--- src/rtl/sec_pkg.sv ---
// Shared opcodes, command classes and state bundle for the password lock controller.
// Assumes 8-bit opcodes presented already decoded from the host command block.
package sec_pkg;
    localparam int OP_W = 8;

    localparam logic [OP_W-1:0] OP_SET_PW   = 8'hF1;
    localparam logic [OP_W-1:0] OP_UNLOCK   = 8'hF2;
    localparam logic [OP_W-1:0] OP_PREPARE  = 8'hF3;
    localparam logic [OP_W-1:0] OP_ERASE    = 8'hF4;
    localparam logic [OP_W-1:0] OP_FREEZE   = 8'hF5;
    localparam logic [OP_W-1:0] OP_DISABLE  = 8'hF6;

    // Command class after opcode decode.
    typedef enum logic [2:0] {
        K_OTHER,
        K_SET_PW,
        K_UNLOCK,
        K_PREPARE,
        K_ERASE,
        K_FREEZE,
        K_DISABLE
    } cmd_kind_t;

    // First-cycle response chosen at decode.
    typedef enum logic [1:0] {
        RSP_DONE,
        RSP_ABORT,
        RSP_CMP
    } rsp_t;

    // Security state seen by the decoder.
    typedef struct packed {
        logic locked;
        logic enabled;
        logic frozen;
        logic lvl_max;
        logic prep;
        logic expired;
    } sec_state_t;
endpackage

--- src/rtl/sec_cmd_decode.sv ---
// Classifies an opcode and picks its first-cycle response from the current
// security state: complete, abort, or wait for a password compare.
// Purely combinational; assumes the state inputs are registered upstream.
module sec_cmd_decode
    import sec_pkg::*;
(
    input  logic [OP_W-1:0] op,
    input  logic            ident_master,
    input  sec_state_t      st,
    output cmd_kind_t       kind,
    output rsp_t            rsp
);

    // Map opcode to command class.
    always_comb begin
        case (op)
            OP_SET_PW:  kind = K_SET_PW;
            OP_UNLOCK:  kind = K_UNLOCK;
            OP_PREPARE: kind = K_PREPARE;
            OP_ERASE:   kind = K_ERASE;
            OP_FREEZE:  kind = K_FREEZE;
            OP_DISABLE: kind = K_DISABLE;
            default:    kind = K_OTHER;
        endcase
    end

    // Apply the gating rules for each class.
    always_comb begin
        case (kind)
            K_SET_PW:
                rsp = (st.frozen || st.locked) ? RSP_ABORT : RSP_DONE;
            K_UNLOCK:
                rsp = (st.frozen || st.expired || (ident_master && st.lvl_max))
                      ? RSP_ABORT : RSP_CMP;
            K_PREPARE:
                rsp = st.frozen ? RSP_ABORT : RSP_DONE;
            K_ERASE:
                rsp = (st.frozen || st.expired || !st.prep) ? RSP_ABORT : RSP_CMP;
            K_FREEZE:
                rsp = st.locked ? RSP_ABORT : RSP_DONE;
            K_DISABLE:
                rsp = st.frozen ? RSP_ABORT : RSP_CMP;
            default:
                rsp = RSP_DONE;
        endcase
    end

endmodule

--- src/rtl/sec_try_counter.sv ---
// Failed-unlock attempt counter. Loads LIMIT on reset or reload, counts down
// on each decrement request, saturates at zero and flags exhaustion.
// Assumes reload and dec are never requested in the same cycle.
module sec_try_counter #(
    parameter  int LIMIT = 5,
    localparam int CW    = $clog2(LIMIT + 1)
) (
    input  logic clk,
    input  logic rst_n,
    input  logic reload,
    input  logic dec,
    output logic expired
);

    logic [CW-1:0] cnt_q;

    // Hold the remaining attempt count.
    always_ff @(posedge clk) begin
        if (!rst_n || reload) begin
            cnt_q <= CW'(LIMIT);
        end else if (dec && (cnt_q != '0)) begin
            cnt_q <= cnt_q - 1'b1;
        end
    end

    // Exhaustion flag.
    assign expired = (cnt_q == '0);

endmodule

--- src/rtl/sec_lock_ctrl.sv ---
// Password lock controller top. Takes one command at a time. When a password
// check is needed it holds cmp_req until the comparator strobes cmp_valid,
// then answers. Assumes the host does not issue commands while cmp_req is
// high (any that are issued are ignored) and that the comparator result
// belongs to the pending command.
module sec_lock_ctrl
    import sec_pkg::*;
#(
    parameter int TRY_LIMIT = 5
) (
    input  logic            clk,
    input  logic            rst_n,
    input  logic            boot_pw_set,
    input  logic            boot_lvl_max,
    input  logic            cmd_valid,
    input  logic [OP_W-1:0] cmd_op,
    input  logic            cmd_ident,
    input  logic            cmd_level,
    input  logic            cmp_valid,
    input  logic            cmp_match,
    output logic            cmp_req,
    output logic            erase_go,
    output logic            cmd_done,
    output logic            cmd_abort,
    output logic            st_locked,
    output logic            st_frozen,
    output logic            st_enabled,
    output logic            st_expired
);

    logic       locked_q, enabled_q, frozen_q, lvl_max_q, prep_q;
    logic       wait_q, done_q, abort_q, erase_q;
    cmd_kind_t  pend_q;
    cmd_kind_t  dec_kind;
    rsp_t       dec_rsp;
    sec_state_t cur_st;
    logic       expired;
    logic       accept, resolve, cnt_dec, cnt_reload;

    // Bundle state for the decoder.
    assign cur_st = '{locked: locked_q, enabled: enabled_q, frozen: frozen_q,
                      lvl_max: lvl_max_q, prep: prep_q, expired: expired};

    sec_cmd_decode u_decode (
        .op           (cmd_op),
        .ident_master (cmd_ident),
        .st           (cur_st),
        .kind         (dec_kind),
        .rsp          (dec_rsp)
    );

    // Command acceptance and compare resolution strobes.
    assign accept  = cmd_valid && !wait_q;
    assign resolve = wait_q && cmp_valid;

    // Counter controls: failed locked unlock decrements, good erase reloads.
    assign cnt_dec    = resolve && (pend_q == K_UNLOCK) && !cmp_match && locked_q;
    assign cnt_reload = resolve && (pend_q == K_ERASE) && cmp_match;

    sec_try_counter #(.LIMIT(TRY_LIMIT)) u_tries (
        .clk     (clk),
        .rst_n   (rst_n),
        .reload  (cnt_reload),
        .dec     (cnt_dec),
        .expired (expired)
    );

    // Security state, pending command and response pulses.
    always_ff @(posedge clk) begin
        if (!rst_n) begin
            locked_q  <= boot_pw_set;
            enabled_q <= boot_pw_set;
            lvl_max_q <= boot_lvl_max;
            frozen_q  <= 1'b0;
            prep_q    <= 1'b0;
            wait_q    <= 1'b0;
            pend_q    <= K_OTHER;
            done_q    <= 1'b0;
            abort_q   <= 1'b0;
            erase_q   <= 1'b0;
        end else begin
            done_q  <= 1'b0;
            abort_q <= 1'b0;
            erase_q <= 1'b0;
            if (resolve) begin
                wait_q <= 1'b0;
                if (cmp_match) begin
                    done_q <= 1'b1;
                    case (pend_q)
                        K_UNLOCK: locked_q <= 1'b0;
                        K_ERASE: begin
                            locked_q  <= 1'b0;
                            enabled_q <= 1'b0;
                            lvl_max_q <= 1'b0;
                            erase_q   <= 1'b1;
                        end
                        K_DISABLE: begin
                            locked_q  <= 1'b0;
                            enabled_q <= 1'b0;
                        end
                        default: ;
                    endcase
                end else begin
                    abort_q <= 1'b1;
                end
            end else if (accept) begin
                prep_q <= (dec_kind == K_PREPARE) && (dec_rsp == RSP_DONE);
                case (dec_rsp)
                    RSP_DONE: begin
                        done_q <= 1'b1;
                        if (dec_kind == K_SET_PW && !cmd_ident) begin
                            enabled_q <= 1'b1;
                            lvl_max_q <= cmd_level;
                        end
                        if (dec_kind == K_FREEZE) begin
                            frozen_q <= 1'b1;
                        end
                    end
                    RSP_ABORT: abort_q <= 1'b1;
                    default: begin
                        wait_q <= 1'b1;
                        pend_q <= dec_kind;
                    end
                endcase
            end
        end
    end

    // Port drive.
    assign cmp_req    = wait_q;
    assign erase_go   = erase_q;
    assign cmd_done   = done_q;
    assign cmd_abort  = abort_q;
    assign st_locked  = locked_q;
    assign st_frozen  = frozen_q;
    assign st_enabled = enabled_q;
    assign st_expired = expired;

endmodule

--- config.mk ---
export PLATFORM = sky130hd
export DESIGN_NAME = sec_lock_ctrl
export DESIGN_NICKNAME = d
export VERILOG_FILES = /design/src/rtl/sec_pkg.sv /design/src/rtl/sec_cmd_decode.sv /design/src/rtl/sec_try_counter.sv /design/src/rtl/sec_lock_ctrl.sv
export SDC_FILE = /design/constraint.sdc
export NUM_CORES = 1
export LEC_CHECK = 0
export BUFFER_PORTS_ARGS = -buffer_cell sky130_fd_sc_hd__buf_2
export CAP_MARGIN = 20
export CORE_MARGIN = 3
export CORE_UTILIZATION = 50
export DETAILED_ROUTE_END_ITERATION = 8
export HOLD_SLACK_MARGIN = 0.05
export PLACE_DENSITY = 0.77
export SKIP_CTS_REPAIR_TIMING = 1
export SLEW_MARGIN = 30
export SYNTH_ARGS = -nofsm -noshare
export SYNTH_HDL_FRONTEND = slang
export SYNTH_HIERARCHICAL = 1
export SYNTH_SLANG_ARGS = --single-unit
--- constraint.sdc ---
create_clock -name clk -period 2.49 [get_ports clk]
set_input_delay 0.3735 -clock clk [delete_from_list [all_inputs] [get_ports clk]]
set_output_delay 0.3735 -clock clk [all_outputs]
set_load 0.02 [all_outputs]
; ---- Yosys cells after proc, flatten, opt, wreduce, memory -nomap -nowiden
; Index checks and enable logic that the tools add are counted.
[classes]
bitwise_logic = 3
reduce_logical = 36
eq_ne = 25
n_mux = 35
n_addsub = 1
[op_table]
columns = cell, count
row1 = "8-bit == test, second input constant", 6
row2 = 1-bit 2-to-1 mux, 30
row3 = 3-bit case mux with 6 select lines, 1
row4 = "3-bit == test, second input constant", 5
row5 = 2-bit case mux with 6 select lines, 1
row6 = 1-bit logical AND, 11
row7 = 5-bit AND reduction, 2
row8 = "3-bit by 2-bit == test with 1-bit output, second input constant", 3
row9 = "3-bit by 1-bit != test with 1-bit output, second input constant", 3
row10 = 3-bit AND reduction, 3
row11 = 2-bit 2-to-1 mux, 3
row12 = "3-bit != test, second input constant", 2
row13 = 2-bit OR reduction, 3
row14 = 1-bit logical NOT, 5
row15 = 1-bit logical OR, 5
row16 = "2-bit by 1-bit != test with 1-bit output, second input constant", 2
row17 = 2-bit AND reduction, 2
row18 = 4-bit AND reduction, 1
row19 = "3-bit by 1-bit == test with 1-bit output, second input constant", 1
row20 = 3-bit logical NOT, 1
row21 = "3-bit by 2-bit != test with 1-bit output, second input constant", 1
row22 = 1-bit NOT, 3
row23 = 3-bit nonzero test, 1
row24 = 3-bit OR reduction, 1
row25 = other kinds (4), 4
[totals]
regBits = 15
wordCells = 111
output_inout_bits = 8

; ---- Depth between registers and ports, before layout
[logic_depth]
ltp_word = 10
mapped_depth = 9
depth_no_buf = 9

; ---- Hierarchy
; Netlist, hierarchy kept.
[modules_own_cells]
columns = module, cells_per_inst, area_each_um2, n_inst, seq_area_each_um2
row1 = sec_lock_ctrl, 54, 575.6, 1, 270.3
row2 = sec_try_counter, 17, 166.4, 1, 60.1
row3 = sec_cmd_decode, 22, 142.6, 1, 0.0

; ---- Worst setup path before layout
; No wires, ideal clock.
[synth_timing]
path_kind = register to register
from = register u_tries.cnt_q[0]
to = register enabled_q (netlist: st_enabled), enable pin
path_stages_with_launch = 10
slack_ps = 297
path_buffers = 0
required_ps = 2179
arrival_time_ps = 1882
period_less_slack_ps = 2193
path_cell_list = dfxtp_1 -> inv_1 -> ha_1 -> ha_1 -> or3b_1 -> a32oi_1 -> a21boi_1 -> nor2b_1 -> nand4b_1 -> o211ai_1
[synth_via]
elab_chain_cells = 8
[synth_lines]
columns = item, line_no
row1 = "start, declared", sec_try_counter.sv:15  ; logic [CW-1:0] cnt_q;
row2 = "start signal, assigned", sec_try_counter.sv:20  ; cnt_q <= CW'(LIMIT);
row3 = "start signal, assigned", sec_try_counter.sv:22  ; cnt_q <= cnt_q - 1'b1;
row4 = 3-bit logical NOT (*), sec_try_counter.sv:27  ; assign expired = (cnt_q == '0);
row5 = net st_expired, sec_lock_ctrl.sv:28  ; output logic st_expired
row6 = 1-bit logical OR (*), "sec_cmd_decode.sv:33, sec_cmd_decode.sv:38"
row7 = 1-bit logical OR (on tied branches), "sec_cmd_decode.sv:38, sec_cmd_decode.sv:33"
row8 = 2-bit 2-to-1 mux (on tied branches), "sec_cmd_decode.sv:38, sec_cmd_decode.sv:34"
row9 = 2-bit case mux with 6 select lines (*), sec_cmd_decode.sv:29  ; case (kind)
row10 = net dec_rsp[0], sec_lock_ctrl.sv:35  ; rsp_t dec_rsp;
row11 = 2-bit logical NOT (*), sec_lock_ctrl.sv:108  ; case (dec_rsp)
row12 = 3-bit by 1-bit != test with 1-bit output (no source line) (*), -
row13 = 5-bit AND reduction (no source line) (*), -
row14 = "end signal, assigned", sec_lock_ctrl.sv:72  ; enabled_q <= boot_pw_set;
row15 = "end, declared", sec_lock_ctrl.sv:31  ; logic locked_q, enabled_q, frozen_q, lvl_max_q, prep_q;
; Mark *: on every way through the listed nets, which the timed path passes. The rest lies on a longest branch.
; A chain may end at the register's enable or synchronous reset.

; ---- Final worst setup path
[layout_timing]
from = register u_tries.cnt_q[0]
to = register enabled_q (netlist: st_enabled), enable pin
[layout_via]
elab_chain_cells = 8
[layout_lines]
columns = item, line_no
row1 = 3-bit logical NOT (*), sec_try_counter.sv:27
row2 = 1-bit logical OR (*), "sec_cmd_decode.sv:33, sec_cmd_decode.sv:38"
row3 = 1-bit logical OR (on tied branches), "sec_cmd_decode.sv:38, sec_cmd_decode.sv:33"
row4 = 2-bit 2-to-1 mux (on tied branches), "sec_cmd_decode.sv:38, sec_cmd_decode.sv:34"
row5 = 2-bit case mux with 6 select lines (*), sec_cmd_decode.sv:29
row6 = net dec_rsp[0], sec_lock_ctrl.sv:35
row7 = 2-bit logical NOT (*), sec_lock_ctrl.sv:108
row8 = 3-bit by 1-bit != test with 1-bit output (no source line) (*), -
row9 = 5-bit AND reduction (no source line) (*), -
; Marks and branches as above.

==> flow_summary_export.csv <==
group,metric,value,unit
final_layout,ff_latch_area,330,um^2
timing,hold_viol,0,
clocking,clk_pin_slew,90,ps
final_layout,syn_to_final_growth,20.2,%
logic_synthesis,ys.flop_type,"dfxtp_1",
timing,fin_crit,2300,ps
timing,worstMarginPinSlew,439,ps
power_and_ir_drop,power,0.447,mW
floorplanning,start_util,0.561,
logic_synthesis,synth_area_leaders,"dfxtp_1 (27%), edfxtp_1 (10%), nor2b_1 (6.4%)",
run_status,outcome,"finished, final reports clean",
power_and_ir_drop,p_leak,0.513,nW
logic_synthesis,yosysUniqueCellTypes,41,
critical_path,crit_type,"reg2reg",
clocking,cts_root_buf,"clkbuf_4",
logic_synthesis,synth_top_area_frac,0.272,
place,portBuffers,24,
routing,drc_errors,0,
logic_synthesis,synth_warnings,6,
timing,fin_crit_sh,0.925,
critical_path,critPathLaunchType,"register",
final_layout,drive_gt1_frac,0.303,
routing,dr.pass1.iters,4,
timing,grt_setup_unrepaired,"no",
global_routing,grt_max_degree,18,
logic_synthesis,syn_inst,93,
clocking,worstSkewPairLatency,290,ps
timing,max_freq,434,MHz
final_layout,diodes,0,
logic_synthesis,synth.most_common_cell,"dfxtp_1",
global_routing,grtUsageTotal,0.167,
logic_synthesis,synthArstFlopShare,0,
place,dp_hpwl,1410,um
logic_synthesis,synth_top_area_cell,"dfxtp_1",
routing,ant_nets,0,
routing,drt_iter0_markers,10,
final_layout,fin_nets,142,
clocking,cts_buffers,3,
floorplanning,dieHeight,48.1,um
logic_synthesis,synth.top_cells.by_count,"dfxtp_1 (12), inv_1 (10), nor2b_1 (9)",
timing,skew,5.64,ps
floorplanning,die-width,48.1,um
clocking,clock-sinks,15,
global_routing,grt_pass1_wl,2700,um
critical_path,arrival,2290,ps
final_layout,multi_input_area,513,um^2
worst_hold_path,hold_class,"in2reg",
final_layout,filler_cell_count,128,
clocking,clockBufferDepth,2,
clocking,htreeDepth,1,
timing,setup_tns,0,ps
place,place.gp.congestion,0.751,
job,maxCapViolations,0,
global_routing,antenna_found_initial,0,
logic_synthesis,synth_area,885,um^2
global_routing,grt_pass1_vias,639,
timing,relSlewSlack,0.700,
timing,finalSetupViolations,0,
routing,avgRoutedWirePerCell,12.8,um
clocking,tritoncts,"done",
routing,num_vias,781,
routing,totalWireLength,1770,um
logic_synthesis,synth-edff-count,3,
floorplanning,rows,14,
power_and_ir_drop,pwr_density_cell,420,nW/um^2
critical_path,crit_fanout,5,
floorplanning,dieArea,2310,um^2
logic_synthesis,ys_seq_elements,15,
global_routing,gr-total-overflow,0,
critical_path,required,2480,ps
floorplanning,core_region_area,1580,um^2
logic_synthesis,syn_area_per_cell,9.51,um^2
floorplanning,io_pins,25,
logic_synthesis,syn-num-nets,112,
logic_synthesis,ys_seq_area_frac,0.373,
timing,maxSlewViolCount,0,
critical_path,endpoint_kind,"register",
routing,viasPerCell,5.66,
power_and_ir_drop,vdd_drop_max,0.385,mV
## metrics by stage
stage	instances	instance area (um^2)	utilization	setup WS, ps	hold slack [ps]
CTS	138	1060	0.675	179	398
detailed placement	134	1040	0.657	196	490
finish	138	1060	0.675	186	399
global placement	134	1040	0.657	302	476
global route	138	1060	0.675	44.5	422
floorplan	93	885	-	297	464
## worst max-delay path: stages (launching register included)
cell and delay [ps]:
dfxtp_1 360, inv_1 50, ha_1 190, ha_1 270
or3b_1 360, a32oi_1 160, a21boi_1 130, nor2b_1 190
nand4b_1 160, o211ai_1 150
## layout by cell type (no fill, tap or decap), types with 2 or more instances in the layout
cell	netlist	routed
a2111oi_0	2	2
a21boi_0	2	2
a32oi_1	2	2
and2_1	2	2
buf_2	0	24
buf_4	0	2
clkbuf_4	0	3
dfxtp_1	12	12
edfxtp_1	3	3
ha_1	2	2
inv_1	10	10
mux2i_1	3	3
nand2_1	3	3
nand2b_1	2	2
nand3_1	2	2
nand4b_1	2	2
nor2_1	5	5
nor2b_1	9	9
nor3_1	2	2
o211ai_1	2	2
o21ai_0	4	4
or2b_1	2	2
## worst paths after layout
kind,start,endpoint,slack (ps),depth (start not counted)
worst max register to register,u_tries/cnt_q[0]$_SDFFE_PP1P_,st_enabled$_DFFE_PP_,190,9
worst min register to register,u_tries/cnt_q[2]$_SDFFE_PP1P_,u_tries/cnt_q[2]$_SDFFE_PP1P_,510,2
worst min-delay path,cmd_level,lvl_max_q$_DFFE_PP_,400,3
worst max-delay path,u_tries/cnt_q[0]$_SDFFE_PP1P_,st_enabled$_DFFE_PP_,190,9
## cell families (layout without fill, tap and decap cells)
logic type	Yosys count	in the layout	share of synthesized area
compound gates	20	20	0.175
simple gates	41	41	0.332
fa+ha+maj	2	2	0.0283
buf+inv	11	40	0.0467
flops	15	15	0.373
mux	3	3	0.0339
xor+xnor	1	1	0.00990
## report_power, final
group | internal [mW] | switching (mW)
logic | 0.0227 | 0.0286
registers | 0.253 | 0.00212
clock network | 0.0597 | 0.0806
## cell type report
class / count / share of cell area
clock buffer: 3 / 0.0212
tap: 16 / 0.0188
sequential: 15 / 0.311
multi-input combinational: 67 / 0.482
inverter: 10 / 0.0353
timing repair buffer: 26 / 0.127
clock inverter: 1 / 0.00471
## per-layer routing
layer  part of all wire  global-route usage
met1               0.46               0.223
met2               0.47               0.272
met5                  0                   0
met4             0.0051              0.0161
met3              0.065              0.0564
## flip-flops by register name, indices dropped and copies added, names as in the netlist
name,count
cmp_req,1
cmd_abort,1
st_locked,1
prep_q,1
st_enabled,1
pend_q,3
lvl_max_q,1
erase_go,1
cmd_done,1
st_frozen,1
u_tries/cnt_q,3
No activity file was read; power rests on OpenSTA's default activity.
